## config.mk

```make
export PLATFORM = sky130hd
export DESIGN_NAME = status_guard
export DESIGN_NICKNAME = d
export VERILOG_FILES = /design/src/rtl/status_guard_pkg.sv /design/src/rtl/status_guard_dp.sv /design/src/rtl/status_guard_ctrl.sv /design/src/rtl/status_guard.sv
export SDC_FILE = /design/constraint.sdc
export NUM_CORES = 1
export LEC_CHECK = 0
export BUFFER_PORTS_ARGS = -buffer_cell sky130_fd_sc_hd__buf_4
export CAP_MARGIN = 40
export CELL_PAD_IN_SITES_DETAIL_PLACEMENT = 0
export CELL_PAD_IN_SITES_GLOBAL_PLACEMENT = 1
export CORE_ASPECT_RATIO = 1.4
export CORE_MARGIN = 3
export CORE_UTILIZATION = 28
export CTS_BUF_LIST = sky130_fd_sc_hd__clkbuf_8
export DETAILED_ROUTE_END_ITERATION = 8
export PLACE_DENSITY = 0.82
export SKIP_LAST_GASP = 1
export SYNTH_ARGS = -nofsm -noshare
export SYNTH_HDL_FRONTEND = slang
export SYNTH_SLANG_ARGS = --single-unit
export TNS_END_PERCENT = 100
```

## constraint.sdc

```tcl
create_clock -name clk -period 1.3 [get_ports clk]
set_input_delay 0.065 -clock clk [delete_from_list [all_inputs] [get_ports clk]]
set_output_delay 0.065 -clock clk [all_outputs]
set_load 0.01 [all_outputs]
```

## src/rtl/status_guard_pkg.sv

```systemverilog
package status_guard_pkg;

  localparam int STAT_W   = 8;
  localparam int PEN_BIT  = 7;
  localparam int PHI_BIT  = 3;
  localparam int PLO_BIT  = 2;
  localparam int WEL_BIT  = 1;
  localparam int BUSY_BIT = 0;

  typedef enum logic [1:0] {
    ST_IDLE   = 2'd0,
    ST_ARRAY  = 2'd1,
    ST_STATUS = 2'd2
  } guardState_t;

  typedef struct packed {
    logic weSet;
    logic weClr;
    logic loadPend;
    logic finish;
    logic commit;
  } guardStrb_t;

endpackage

```

## src/rtl/status_guard_dp.sv

```systemverilog
module status_guard_dp
  import status_guard_pkg::*;
#(
  parameter int ADDR_W = 10,
  parameter logic [2:0] NV_INIT = 3'b000
) (
  input  logic              clk,
  input  logic              rstN,
  input  guardStrb_t        strb,
  input  logic              busyIn,
  input  logic [ADDR_W-1:0] wrAddr,
  input  logic [2:0]        newNv,
  output logic              welQ,
  output logic              penQ,
  output logic              addrLocked,
  output logic [STAT_W-1:0] statusOut
);

  logic [1:0] protQ;
  logic [2:0] pendQ;
  logic [1:0] topBits;
  logic       unusedAddr;

  generate
    if (ADDR_W > 2) begin : g_wide
      assign unusedAddr = ^wrAddr[ADDR_W-3:0];
    end else begin : g_narrow
      assign unusedAddr = 1'b0;
    end
  endgenerate

  assign topBits = wrAddr[ADDR_W-1 -: 2];

  always_ff @(posedge clk or negedge rstN) begin
    if (!rstN) begin
      welQ <= 1'b0;
    end else if (strb.finish) begin
      welQ <= 1'b0;
    end else if (strb.weClr) begin
      welQ <= 1'b0;
    end else if (strb.weSet) begin
      welQ <= 1'b1;
    end
  end

  always_ff @(posedge clk or negedge rstN) begin
    if (!rstN) begin
      pendQ <= 3'b000;
    end else if (strb.loadPend) begin
      pendQ <= newNv;
    end
  end

  always_ff @(posedge clk or negedge rstN) begin
    if (!rstN) begin
      penQ  <= NV_INIT[2];
      protQ <= NV_INIT[1:0];
    end else if (strb.commit) begin
      penQ  <= pendQ[2];
      protQ <= pendQ[1:0];
    end
  end

  always_comb begin
    unique case (protQ)
      2'b00:   addrLocked = 1'b0;
      2'b01:   addrLocked = (topBits == 2'b11);
      2'b10:   addrLocked = topBits[1];
      default: addrLocked = 1'b1;
    endcase
  end

  always_comb begin
    if (busyIn) begin
      statusOut = '1;
    end else begin
      statusOut           = '0;
      statusOut[PEN_BIT]  = penQ;
      statusOut[PHI_BIT]  = protQ[1];
      statusOut[PLO_BIT]  = protQ[0];
      statusOut[WEL_BIT]  = welQ;
    end
  end


  latch_frozen_busy_chk: assert property (@(posedge clk) disable iff (!rstN)
    (busyIn && !strb.finish) |=> $stable(welQ));


  done_clears_wel_chk: assert property (@(posedge clk) disable iff (!rstN)
    strb.finish |=> !welQ);


  nv_change_on_done_chk: assert property (@(posedge clk) disable iff (!rstN)
    !$stable({penQ, protQ}) |-> $past(strb.commit));

endmodule

```

## src/rtl/status_guard_ctrl.sv

```systemverilog
module status_guard_ctrl
  import status_guard_pkg::*;
(
  input  logic       clk,
  input  logic       rstN,
  input  logic       latchSet,
  input  logic       latchClr,
  input  logic       arrayWrReq,
  input  logic       statusWrReq,
  input  logic       cycleDone,
  input  logic       hwProtN,
  input  logic       welIn,
  input  logic       penIn,
  input  logic       addrLocked,
  output guardStrb_t strb,
  output logic       busy,
  output logic       writePermit
);

  guardState_t stateQ, stateD;
  logic idle, arrayOk, statusOk, pinBlocks;

  assign idle      = (stateQ == ST_IDLE);
  assign busy      = !idle;
  assign pinBlocks = penIn && !hwProtN;
  assign arrayOk   = arrayWrReq && idle && welIn && !addrLocked;
  assign statusOk  = statusWrReq && idle && welIn && !pinBlocks;
  assign writePermit = arrayOk || statusOk;

  always_comb begin
    stateD = stateQ;
    unique case (stateQ)
      ST_IDLE: begin
        if (statusOk)     stateD = ST_STATUS;
        else if (arrayOk) stateD = ST_ARRAY;
      end
      ST_ARRAY, ST_STATUS: begin
        if (cycleDone) stateD = ST_IDLE;
      end
      default: stateD = ST_IDLE;
    endcase
  end

  always_ff @(posedge clk or negedge rstN) begin
    if (!rstN) stateQ <= ST_IDLE;
    else       stateQ <= stateD;
  end

  always_comb begin
    strb.weSet    = latchSet && idle;
    strb.weClr    = latchClr && idle;
    strb.loadPend = statusOk;
    strb.finish   = cycleDone && !idle;
    strb.commit   = cycleDone && (stateQ == ST_STATUS);
  end


  permit_starts_busy_chk: assert property (@(posedge clk) disable iff (!rstN)
    writePermit |=> busy);


  locked_addr_refused_chk: assert property (@(posedge clk) disable iff (!rstN)
    (arrayWrReq && addrLocked) |-> !writePermit);


  pin_blocks_status_chk: assert property (@(posedge clk) disable iff (!rstN)
    (statusWrReq && !arrayWrReq && penIn && !hwProtN) |-> !writePermit);


  refused_keeps_wel_chk: assert property (@(posedge clk) disable iff (!rstN)
    (arrayWrReq && !writePermit && !latchSet && !latchClr && !cycleDone)
      |=> $stable(welIn));

endmodule

```

## src/rtl/status_guard.sv

```systemverilog
module status_guard
  import status_guard_pkg::*;
#(
  parameter int ADDR_W = 10,
  parameter logic [2:0] NV_INIT = 3'b000
) (
  input  logic              clk,
  input  logic              rstN,
  input  logic              latchSet,
  input  logic              latchClr,
  input  logic              arrayWrReq,
  input  logic [ADDR_W-1:0] wrAddr,
  input  logic              statusWrReq,
  input  logic [7:0]        statusWrData,
  input  logic              cycleDone,
  input  logic              hwProtN,
  output logic [7:0]        statusOut,
  output logic              writePermit
);

  guardStrb_t strb;
  logic busy, welQ, penQ, addrLocked;
  logic [2:0] newNv;
  logic unusedData;

  assign newNv = {statusWrData[PEN_BIT], statusWrData[PHI_BIT], statusWrData[PLO_BIT]};
  assign unusedData = ^{statusWrData[6:4], statusWrData[1:0]};

  status_guard_ctrl u_ctrl (
    .clk         (clk),
    .rstN        (rstN),
    .latchSet    (latchSet),
    .latchClr    (latchClr),
    .arrayWrReq  (arrayWrReq),
    .statusWrReq (statusWrReq),
    .cycleDone   (cycleDone),
    .hwProtN     (hwProtN),
    .welIn       (welQ),
    .penIn       (penQ),
    .addrLocked  (addrLocked),
    .strb        (strb),
    .busy        (busy),
    .writePermit (writePermit)
  );

  status_guard_dp #(
    .ADDR_W  (ADDR_W),
    .NV_INIT (NV_INIT)
  ) u_dp (
    .clk        (clk),
    .rstN       (rstN),
    .strb       (strb),
    .busyIn     (busy),
    .wrAddr     (wrAddr),
    .newNv      (newNv),
    .welQ       (welQ),
    .penQ       (penQ),
    .addrLocked (addrLocked),
    .statusOut  (statusOut)
  );

endmodule

```

==> metrics.log, run 1 <==
[metrics] number of nets in the finished design: between 100 and 150
[metrics] area of the multi-input gates: 370.4 um^2
[metrics] post-synth top area share: 40.45%
[metrics] switching power: 0.8471 mW
[metrics] maximum number of pins on one net before global-route repair: 10
[metrics] worst vdd ir: 0.001350 V
[metrics] final count of pins violating max slew: 0
[metrics] Fin. Hold Viols: 0
[metrics] setup slack of the critical path after layout: -0.1754 ns
[metrics] proportion of total power due to net switching: between 30% and 40%
[metrics] Combinational Power Share: approximately two thirds
[metrics] Period minus WS final: roughly 1.5 ns
[metrics] power share of the sequential group: 21.1%
[metrics] Crit. End Element: output port
[metrics] port buffer count: 21
[metrics] layout filler cell count: 160
[metrics] antenna-violating nets left: 0
[metrics] critical setup path kind: reg2out
[metrics] # setup viols final: 14
[metrics] number of antenna violations at the first check in global routing: 0
[metrics] most frequent standard cell in the layout excluding fill and tap cells: sky130_fd_sc_hd__buf_4
[metrics] fraction of the yosys area taken by sequential cells: between 40% and 50%
[metrics] share of layout cells above drive strength 1: 69.41%
[metrics] commonest cells after routing, fill and taps aside: sky130_fd_sc_hd__buf_4, sky130_fd_sc_hd__buf_6, sky130_fd_sc_hd__dfrtp_1
[metrics] Worst Path Max Fanout: 4
[metrics] Crit path buffers/inverters: 2
[metrics] via count of the first global-routing pass: between 500 and 600
[metrics] power per cell area: 2422 mW/mm^2
[metrics] Initial DRC Count: 6
[metrics] startpoint class of the critical path: register
[metrics] detailed-route via count: roughly 500
[metrics] flops & latches, synth: 9
[metrics] Via-to-Cell Ratio: 4.714
[metrics] global-route wire length before repair: between 2 and 2.5 mm
[metrics] global-route total usage across every layer: about 13%
[metrics] total placed cells including tap cells: a little over 90
[metrics] Mapped Nets: 76
[metrics] met1 layer usage reported by global route: between 10% and 20%
[metrics] ANT cells: 0
[metrics] Reg-to-Reg End: u_ctrl.stateQ[0]$_DFFE_PN0P_
[metrics] largest cells by area after synthesis: sky130_fd_sc_hd__dfrtp_1, sky130_fd_sc_hd__mux2_4, sky130_fd_sc_hd__nand2b_1, sky130_fd_sc_hd__mux2_2, sky130_fd_sc_hd__a2111oi_4
[metrics] sink count of the clock tree: 9
[metrics] H-tree Lvls: 1
[metrics] Num CTS Buffers: 3
[metrics] root buf cell: sky130_fd_sc_hd__clkbuf_8
[metrics] internal power of the cells: about 1.6 mW
[metrics] Worst path slowest cell: sky130_fd_sc_hd__dfrtp_1
[metrics] DRC Markers: 0
[metrics] clk_lat worst skew: between 0.2 and 0.25 ns
[metrics] RSZ-0062 raised after global routing: true
[metrics] Synth Flop Type: sky130_fd_sc_hd__dfrtp_1
[metrics] Synth Warn #: 0
[metrics] clock network fraction of total power: between 10 and 15%
[metrics] Worst Skew: 0.001828 ns
[metrics] busiest metal layer after global routing: met2
[metrics] CTS clock-pin slew for the worst setup and hold paths: around 0.040 ns
[metrics] pin slew with the least headroom to its limit: between 0.2 and 0.3 ns
[metrics] number of core rows: 18
[metrics] Worst path max stage delay: approximately 0.4 ns
[metrics] effective utilization at floorplan: approximately 31%
[metrics] routed wirelength normalized by instance count: between 10 and 15 um
[metrics] startpoint of the lowest-slack register-to-register path: u_ctrl.stateQ[0]$_DFFE_PN0P_
[metrics] Yosys top cell by area: sky130_fd_sc_hd__dfrtp_1
[metrics] average instance area after synthesis: around 12 um^2
[metrics] GRT Residual Overflow: 0
[metrics] worst min-delay path class: in2reg
[metrics] Hold Path End: u_dp.welQ$_DFFE_PN0P_
[metrics] Die Footprint: ~0.0026 mm^2
[metrics] number of search-and-repair iterations in the first detailed-routing pass: 2
[metrics] Placer Congestion: about 0.71
[metrics] mapped cell area: 556.8 um^2
[metrics] critical path data required time: approximately 1.2 ns
[metrics] final core utilization: between 50 and 60%
[metrics] status: finished with violations
[metrics] maximum clock frequency: between 0.6 and 0.7 GHz
[metrics] number of flops mapped to enable cells by yosys: 0
[metrics] Pleak: 0.4957 nW
[metrics] Worst Hold Depth: 2
[metrics] share of the clock period used by the worst path after layout: 113.5%
[metrics] critical path data arrival time: between 1 and 1.5 ns
[metrics] HPWL Detailed: 1.009 mm
[metrics] total area of sequential cells: around 230 um^2
[metrics] post-synth cell types: 22
[metrics] Async S/R FF share, synth: 100.0%
[metrics] Area growth syn-to-layout: 82.47%
[metrics] Cells after Synth: 48
[metrics] Chip Width: between 40 and 50 um
[metrics] maximum capacitance violations: 0
[metrics] failing checks: negative setup slack
[metrics] worst slew margin relative to its limit: approximately four fifths
[metrics] crit path cell chain: inv_2 -> ha_4 -> nand3_4 -> a211oi_4 -> a21o_1 -> buf_4
[metrics] Top-Level Pins: 35
[metrics] worst hold path startpoint: latchClr
[metrics] worst slack on hold paths: 0.008047 ns
[metrics] routing usage on met3: less than 1%
[metrics] Clock Path Buffers: 2
[metrics] routing usage on met2: 25.00%
[metrics] CTS tree: built
[metrics] core outline area: approximately 0.0018 mm^2
[metrics] DP Worst Slack: -0.07089 ns
[metrics] reg-to-reg slack, setup: -0.17 ns
[metrics] total wire length after detailed routing: 1.536 mm
[metrics] length in cells of the worst reg-to-reg path: 7
[metrics] Cell Count, Final, Fillers Out: approximately 110
[metrics] cell class contributing the biggest share of worst-path delay: flip-flops
[metrics] DIE HEIGHT: around 59 um
-- what timing repair did --
item                                    in CTS  in global routing
pin swaps                                    2                  3
buffers inserted                             9                  1
resized for setup                           20                  9
endpoints found under the hold margin        9                  0
endpoints found under the setup margin      16                 17
hold buffers                                 1                  0
-- sequential cells by signal, indices dropped and copies added (netlist names) --
register	flops
u_dp.pendQ	3
u_ctrl.stateQ	2
u_dp.penQ	1
u_dp.protQ	2
u_dp.welQ	1
-- synthesized netlist by cell type (all sizes together) (2+ instances only) --
cell type	instances
ha	2
buf	4
mux2	6
nand2	3
a21oi	2
nand3	2
a21o	2
nand2b	6
inv	3
dfrtp	9
-- worst max-delay path by stage --
| stage | startpoint | to | slack (ns) | depth (start not counted) |
|---|---|---|---|---|
| 4_1_cts | u_ctrl.stateQ[0]$_DFFE_PN0P_ | writePermit | -0.15 | 6 |
| 3_3_place_gp | u_ctrl.stateQ[0]$_DFFE_PN0P_ | u_ctrl.stateQ[0]$_DFFE_PN0P_ | -0.06 | 5 |
| 2_1_floorplan | u_ctrl.stateQ[1]$_DFFE_PN0P_ | u_dp.pendQ[0]$_DFFE_PN0P_ | -0.08 | 6 |
| 6_report | u_ctrl.stateQ[0]$_DFFE_PN0P_ | writePermit | -0.18 | 6 |
| 5_1_grt | u_ctrl.stateQ[0]$_DFFE_PN0P_ | writePermit | -0.23 | 6 |
| 3_5_place_dp | u_ctrl.stateQ[0]$_DFFE_PN0P_ | u_dp.pendQ[0]$_DFFE_PN0P_ | -0.07 | 5 |
-- cell type report --
type | instances | share of cell area (%)
timing repair buffer | 37 | 32.88
multi-input combinational | 32 | 36.45
inverter | 3 | 1.601
clock inverter | 1 | 0.3695
sequential | 9 | 22.17
tap | 20 | 2.463
clock buffer | 3 | 4.064
-- stage by stage --
stage / TNS [ns] / power (mW) / cell area, um^2
3_5_place_dp: -0.3744 / 1.573 / 770.7
3_3_place_gp: -0.2555 / 1.565 / 770.7
6_report: -1.226 / 2.461 / 1016
2_1_floorplan: -0.2788 / 1.177 / 569.3
5_1_grt: -1.914 / 2.623 / 1016
4_1_cts: -0.8861 / 2.308 / 965.9
-- layer usage --
metal	routed length, um	share of wire, %
met4	14	0.91
met5	0	0
met1	562	37
met2	868	57
met3	91	5.9
-- power groups by stage --
stage / clock (mW) / combinational (mW) / sequential (mW)
after floorplan: 0 / 0.699 / 0.477
after global placement: 0 / 1.06 / 0.500
after detailed placement: 0 / 1.07 / 0.503
after CTS: 0.316 / 1.48 / 0.507
after global routing: 0.335 / 1.76 / 0.527
final: 0.307 / 1.64 / 0.519
-- kinds of logic (layout without fill, tap and decap cells) --
kind of cell / after synthesis / in the layout / share of synthesized area (%)
AOI/OAI and AO/OA: 9 / 9 / 15.28
adders and majority gates: 2 / 2 / 4.494
buffers and inverters: 7 / 44 / 8.089
DFF: 9 / 9 / 40.45
muxes: 6 / 6 / 14.16
and+or+nand+nor: 15 / 15 / 17.53
Note: power is estimated with default switching activity, not from simulation.
==> run 2, diff against run 1 <==
- CORE_ASPECT_RATIO: 1.4 -> unset
==> run 2 against run 1 <==
Net effect:
- the run still ends with negative setup slack left
- largest cell class unchanged
- global-route usage shrank 1.6 points
- power shrank 11%
- core utilization is 2.8 points lower
- clock skew fell by 0.0014 ns
- routed wire length is 11% lower
- design area fell by 6.2%
- sequential share of layout area rose by 1.5 points
- setup slack gained 0.019 ns
==> metrics.log, run 2 (synthesis gave the netlist of run 1 again) <==
[metrics] number of nets in the finished design: ~110
[metrics] critical setup path kind: reg2out
[metrics] antenna-violating nets left: 0
[metrics] routing usage on met2: about a fifth
[metrics] GRT Residual Overflow: 0
[metrics] Clock Path Buffers: 2
[metrics] pin slew with the least headroom to its limit: between 0.2 and 0.3 ns
[metrics] most frequent standard cell in the layout excluding fill and tap cells: sky130_fd_sc_hd__buf_4
[metrics] Reg with most FFs: u_dp.pendQ
[metrics] root buf cell: sky130_fd_sc_hd__clkbuf_8
[metrics] maximum capacitance violations: 0
[metrics] total placed cells including tap cells: 96
[metrics] busiest metal layer after global routing: met2
[metrics] share of the clock period used by the worst path after layout: 112.0%
[metrics] core outline area: ~0.0018 mm^2
[metrics] cell class contributing the biggest share of worst-path delay: flip-flops
[metrics] DIE HEIGHT: 50.59 um
[metrics] final count of pins violating max slew: 0
[metrics] ANT cells: 0
[metrics] startpoint class of the critical path: register
[metrics] sink count of the clock tree: 9
[metrics] Worst path slowest cell: sky130_fd_sc_hd__dfrtp_1
[metrics] number of core rows: 15
[metrics] Total Neg Setup Slack: -1.088 ns
[metrics] DRC Markers: 0
[metrics] switching power: approximately 0.75 mW
[metrics] proportion of total power due to net switching: between 30% and 40%
[metrics] clk_lat worst skew: around 0.23 ns
[metrics] maximum number of pins on one net before global-route repair: 10
[metrics] crit path cell chain: inv_2 -> ha_4 -> nand3_2 -> a211oi_2 -> a21o_1 -> buf_4
[metrics] Chip Width: slightly above 50 um
[metrics] worst vdd ir: between 0.0008 and 0.0009 V
[metrics] total wire length after detailed routing: between 1 and 1.5 mm
[metrics] setup slack of the critical path after layout: -0.1564 ns
[metrics] number of gates on the worst path with buffers counted: 6
[metrics] status: finished with violations
[metrics] final core utilization: 52.92%
[metrics] Final Total Pwr: between 2 and 2.5 mW
[metrics] Num CTS Buffers: 3
[metrics] effective utilization at floorplan: between 30% and 40%
[metrics] HPWL Detailed: between 1 and 1.5 mm
[metrics] critical path data arrival time: ~1.4 ns
[metrics] H-tree Lvls: 1
[metrics] routed wirelength normalized by instance count: approximately 13 um
[metrics] global-route wire length before repair: between 2 and 2.5 mm
[metrics] Cell Count, Final, Fillers Out: 108
[metrics] worst slack on hold paths: 0.06135 ns
[metrics] CTS clock-pin slew for the worst setup and hold paths: roughly 0.05 ns
[metrics] # setup viols final: 12
[metrics] Area growth syn-to-layout: 71.24%
[metrics] Via-to-Cell Ratio: around 4.4
[metrics] Pleak: approximately 0.47 nW
[metrics] Placer Congestion: roughly 0.82
[metrics] worst min-delay path class: in2reg
[metrics] share of layout cells above drive strength 1: between 60% and 70%
[metrics] Die Footprint: between 0.002 and 0.003 mm^2
[metrics] DP Worst Slack: -0.1176 ns
[metrics] internal power of the cells: about 1.4 mW
[metrics] Top-Level Pins: 35
[metrics] Fin. Hold Viols: 0
[metrics] Worst path max stage delay: approximately 0.4 ns
[metrics] Worst Path Max Fanout: 4
[metrics] Crit. End Element: output port
[metrics] Combinational Power Share: between 60% and 70%
[metrics] Period minus WS final: 1.456 ns
[metrics] port buffer count: 21
[metrics] detailed-route via count: between 400 and 500
[metrics] length in cells of the worst reg-to-reg path: 7
[metrics] Worst Skew: 0.0004342 ns
[metrics] failing checks: negative setup slack
[metrics] power share of the sequential group: 23.6%
[metrics] post-place instance area: about 770 um^2
[metrics] worst slew margin relative to its limit: 79.89%
[metrics] clock network fraction of total power: 14.6%
[metrics] Crit path buffers/inverters: 2
[metrics] Worst Hold Depth: 2
[metrics] number of search-and-repair iterations in the first detailed-routing pass: 3
[metrics] routing usage on met3: 3.561%
[metrics] met1 layer usage reported by global route: about an eighth
[metrics] Largest register FFs: 3
[metrics] Initial DRC Count: 4
[metrics] critical path data required time: 1.24 ns
[metrics] RSZ-0062 raised after global routing: true
[metrics] number of antenna violations at the first check in global routing: 0
[metrics] maximum clock frequency: roughly 0.7 GHz
[metrics] CTS tree: built
[metrics] leading registers by flop count: u_dp.pendQ (3), u_ctrl.stateQ (2), u_dp.protQ (2)
[metrics] global-route total usage across every layer: a little under an eighth
[metrics] commonest cells after routing, fill and taps aside: sky130_fd_sc_hd__buf_4, sky130_fd_sc_hd__dfrtp_1, sky130_fd_sc_hd__nand2b_1, sky130_fd_sc_hd__mux2_4, sky130_fd_sc_hd__buf_6
[metrics] via count of the first global-routing pass: 509
[metrics] power per cell area: approximately 2300 mW/mm^2
[metrics] final standard cell area without fillers: approximately 950 um^2
[run 2: timing repair]
item                                    in CTS  in global routing
hold buffers                                 2                  0
resized for setup                            8                 12
pin swaps                                    3                  2
buffers inserted                             4                  3
endpoints found under the setup margin      14                 17
hold endpoints to repair                    10                  0
[run 2: layer usage]
layer / vias to the layer above / wire length, um
met2: 12 / 707
met3: 0 / 58
met5: - / 0
met4: 0 / 0
li1: 234 / -
met1: 226 / 598
[run 2: final cells by class]
type	count	area [um^2]
Clock buffer	3	41.29
Clock inverter	1	3.754
Fill cell	167	848.3
Inverter	3	13.76
Multi-Input combinational cell	32	351.6
Sequential cell	9	225.2
Tap cell	25	31.28
Timing Repair Buffer	35	286.5
[run 2: power groups by stage]
| stage | Sequential (mW) | Combinational [mW] | Clock [mW] |
|---|---|---|---|
| after floorplan | 0.477 | 0.699 | 0 |
| after CTS | 0.514 | 1.20 | 0.331 |
| after detailed placement | 0.511 | 1.06 | 0 |
| final | 0.519 | 1.36 | 0.322 |
| after global routing | 0.536 | 1.45 | 0.343 |
| after global placement | 0.502 | 1.04 | 0 |
[run 2: path summary, 6_finish.rpt]
path                                                   start                            to  slack [ns]
worst max-delay path            u_ctrl.stateQ[1]$_DFFE_PN0P_                   writePermit       -0.16
worst min register to register  u_ctrl.stateQ[0]$_DFFE_PN0P_  u_ctrl.stateQ[0]$_DFFE_PN0P_        0.52
min in group asynchronous                               rstN  u_ctrl.stateQ[1]$_DFFE_PN0P_        0.20
max in group asynchronous                               rstN         u_dp.penQ$_DFFE_PN0P_        0.96
worst min-delay path                         statusWrData[3]     u_dp.pendQ[1]$_DFFE_PN0P_        0.06
worst max register to register  u_ctrl.stateQ[1]$_DFFE_PN0P_  u_ctrl.stateQ[0]$_DFFE_PN0P_       -0.12
[run 2: worst reg2reg max path, cell delays in order (launching register included)]
cell and delay (ns):
sky130_fd_sc_hd__dfrtp_1 0.40, sky130_fd_sc_hd__inv_2 0.09, sky130_fd_sc_hd__ha_4 0.15, sky130_fd_sc_hd__nand3_2 0.09, sky130_fd_sc_hd__buf_4 0.14, sky130_fd_sc_hd__buf_4 0.13
sky130_fd_sc_hd__a2111oi_4 0.18, sky130_fd_sc_hd__o22a_1 0.18
==> run 3, diff against run 2 <==
- CORE_UTILIZATION: 28 -> 33
- PLACE_DENSITY: 0.82 -> 0.9
- clock period: 1.3 -> 1.89 ns (I/O delays scaled with it)
==> run 3 against run 2 <==
Net effect:
- the run now ends clean
- power decreased by 45%
- clock power down 31%
- worst hold slack lost 0.028 ns
- global-route usage down 0.86 points
- count of clock-buffer cells in the layout did not move
- core utilization down 3.0 points
- non-clock buffer count down 12
- die area fell by 13%
- routed wire length shrank 23%
- clock skew hardly changed
- largest cell class unchanged
- highest routed layer unchanged
==> metrics.log, run 3 (synthesis gave the netlist of run 1 again) <==
[metrics] status: complete, no violations
[metrics] root buf cell: sky130_fd_sc_hd__clkbuf_8
[metrics] ANT cells: 0
[metrics] maximum capacitance violations: 0
[metrics] Pleak: approximately 0.38 nW
[metrics] DRC Markers: 0
[metrics] Worst Skew: about 0.0004 ns
[metrics] worst slew margin relative to its limit: between 70% and 80%
[metrics] Num CTS Buffers: 3
[metrics] worst vdd ir: 0.0008333 V
[metrics] worst min-delay path class: in2reg
[metrics] layout filler cell count: approximately 150
[metrics] antenna-violating nets left: 0
[metrics] number of antenna violations at the first check in global routing: 0
[metrics] Area growth syn-to-layout: 38.20%
[metrics] DIE HEIGHT: ~47 um
[metrics] Via-to-Cell Ratio: 4.816
[metrics] Crit. End Element: output port
[metrics] # setup viols final: 0
[metrics] Largest register FFs: 3
[metrics] final count of pins violating max slew: 0
[metrics] Reg with most FFs: u_dp.pendQ
[metrics] post-CTS setup buffers: 0
[metrics] CTS clock-pin slew for the worst setup and hold paths: 0.05 ns
[metrics] leading registers by flop count: u_dp.pendQ (3), u_ctrl.stateQ (2), u_dp.protQ (2)
[metrics] post-place instance area: 708.2 um^2
[metrics] effective utilization at floorplan: 36.12%
[metrics] port buffer count: 21
[metrics] worst slack on hold paths: roughly 0.033 ns
[metrics] Chip Width: around 47 um
[metrics] share of layout cells above drive strength 1: between 50% and 60%
[metrics] number of search-and-repair iterations in the first detailed-routing pass: 4
[metrics] Total Neg Setup Slack: 0 ns
[metrics] H-tree Lvls: 1
[metrics] pin slew with the least headroom to its limit: between 0.3 and 0.4 ns
[metrics] maximum clock frequency: 0.5853 GHz
[metrics] Die Footprint: ~0.0022 mm^2
[metrics] Top-Level Pins: 35
[metrics] core outline area: 0.001541 mm^2
[metrics] total wire length after detailed routing: around 1.1 mm
[metrics] Placer Congestion: around 0.73
[metrics] critical path data required time: around 1.8 ns
[metrics] sink count of the clock tree: 9
[metrics] Fin. Hold Viols: 0
[metrics] critical setup path kind: reg2out
[metrics] GRT Residual Overflow: 0
[metrics] critical path data arrival time: about 1.6 ns
[metrics] Final Total Pwr: roughly 1.2 mW
[metrics] startpoint class of the critical path: register
[metrics] Period minus WS final: ~1.7 ns
[metrics] share of the clock period used by the worst path after layout: approximately nine tenths
[metrics] Worst Path Max Fanout: 6
[metrics] final standard cell area without fillers: ~770 um^2
[metrics] routed wirelength normalized by instance count: about 12 um
[metrics] power per cell area: 1576 mW/mm^2
[metrics] Clock Path Buffers: 2
[metrics] most frequent standard cell in the layout excluding fill and tap cells: sky130_fd_sc_hd__buf_4
[metrics] maximum number of pins on one net before global-route repair: 10
[metrics] global-route total usage across every layer: a little over a tenth
[metrics] HPWL Detailed: 896.8 um
[metrics] RSZ-0062 raised after global routing: false
[metrics] global-route wire length before repair: around 1.6 mm
[metrics] via count of the first global-routing pass: ~390
[metrics] total area of sequential cells: about 230 um^2
[metrics] number of nets in the finished design: 100
[metrics] area of the multi-input gates: between 200 and 300 um^2
[metrics] commonest cells after routing, fill and taps aside: sky130_fd_sc_hd__buf_4, sky130_fd_sc_hd__dfrtp_1, sky130_fd_sc_hd__nand2b_1
[metrics] number of core rows: 14
[metrics] CTS tree: built
[metrics] detailed-route via count: about 420
[metrics] clk_lat worst skew: 0.23 ns
[metrics] Initial DRC Count: 2
-- run 3: critical path, cell delays in order (launching register included) --
cell and delay (ns):
sky130_fd_sc_hd__dfrtp_1 0.39, sky130_fd_sc_hd__inv_1 0.08, sky130_fd_sc_hd__ha_1 0.25, sky130_fd_sc_hd__nand3_1 0.18, sky130_fd_sc_hd__a211oi_2 0.26, sky130_fd_sc_hd__a21o_1 0.11
sky130_fd_sc_hd__buf_4 0.11
-- run 3: area by class of cell --
class                           instances  area share (%)
Clock buffer                            3           5.366
Clock inverter                          1          0.6504
Inverter                                3           1.463
Multi-Input combinational cell         32           37.89
Sequential cell                         9           29.27
Tap cell                               16           2.602
Timing Repair Buffer                   23           22.76
-- run 3: timing repair --
item | 4_1_cts | 5_1_grt
endpoints found under the hold margin | 9 | 0
gates resized for setup | 0 | 1
hold buffers | 1 | 0
endpoints found under the setup margin | 0 | 1
-- run 3: path summary, 6_finish.rpt --
path / start / endpoint / slack (ns) / cells past startpoint
min in group asynchronous: rstN / u_ctrl.stateQ[1]$_DFFE_PN0P_ / 0.22 / 2
setup reg to reg: u_ctrl.stateQ[1]$_DFFE_PN0P_ / u_dp.pendQ[2]$_DFFE_PN0P_ / 0.42 / 5
hold reg to reg: u_ctrl.stateQ[0]$_DFFE_PN0P_ / u_ctrl.stateQ[0]$_DFFE_PN0P_ / 0.50 / 1
max in group asynchronous: rstN / u_dp.protQ[1]$_DFFE_PN0P_ / 1.53 / 2
setup / recovery: u_ctrl.stateQ[1]$_DFFE_PN0P_ / writePermit / 0.18 / 6
hold / removal: latchClr / u_dp.welQ$_DFFE_PN0P_ / 0.03 / 2
-- run 3: where the power goes --
group | internal (mW) | switching, mW | total (mW)
clock | 0.144 | 0.0791 | 0.223
sequential | 0.283 | 0.0561 | 0.340
combinational | 0.358 | 0.292 | 0.650
total | 0.786 | 0.427 | 1.21
-- run 3: layer usage --
metal | share of wire [%] | up-vias | wire [um] | GRT usage, %
met3 | 7.9 | 0 | 83 | 5.747
met4 | 0 | 0 | 0 | 1.657
met1 | 39 | 192 | 416 | 12.18
met5 | 0 | - | 0 | 0
met2 | 53 | 14 | 554 | 17.07
li1 | - | 213 | - | -
-- run 3: through the flow --
| stage | util, % | worst slack [ns] | instances |
|---|---|---|---|
| 2_1_floorplan | - | 0.5038 | 48 |
| 3_3_place_gp | 45.94 | 0.3283 | 82 |
| 3_5_place_dp | 45.94 | 0.3455 | 82 |
| 4_1_cts | 49.59 | 0.09555 | 87 |
| 5_1_grt | 49.92 | 0.004296 | 87 |
| 6_report | 49.92 | 0.1814 | 87 |
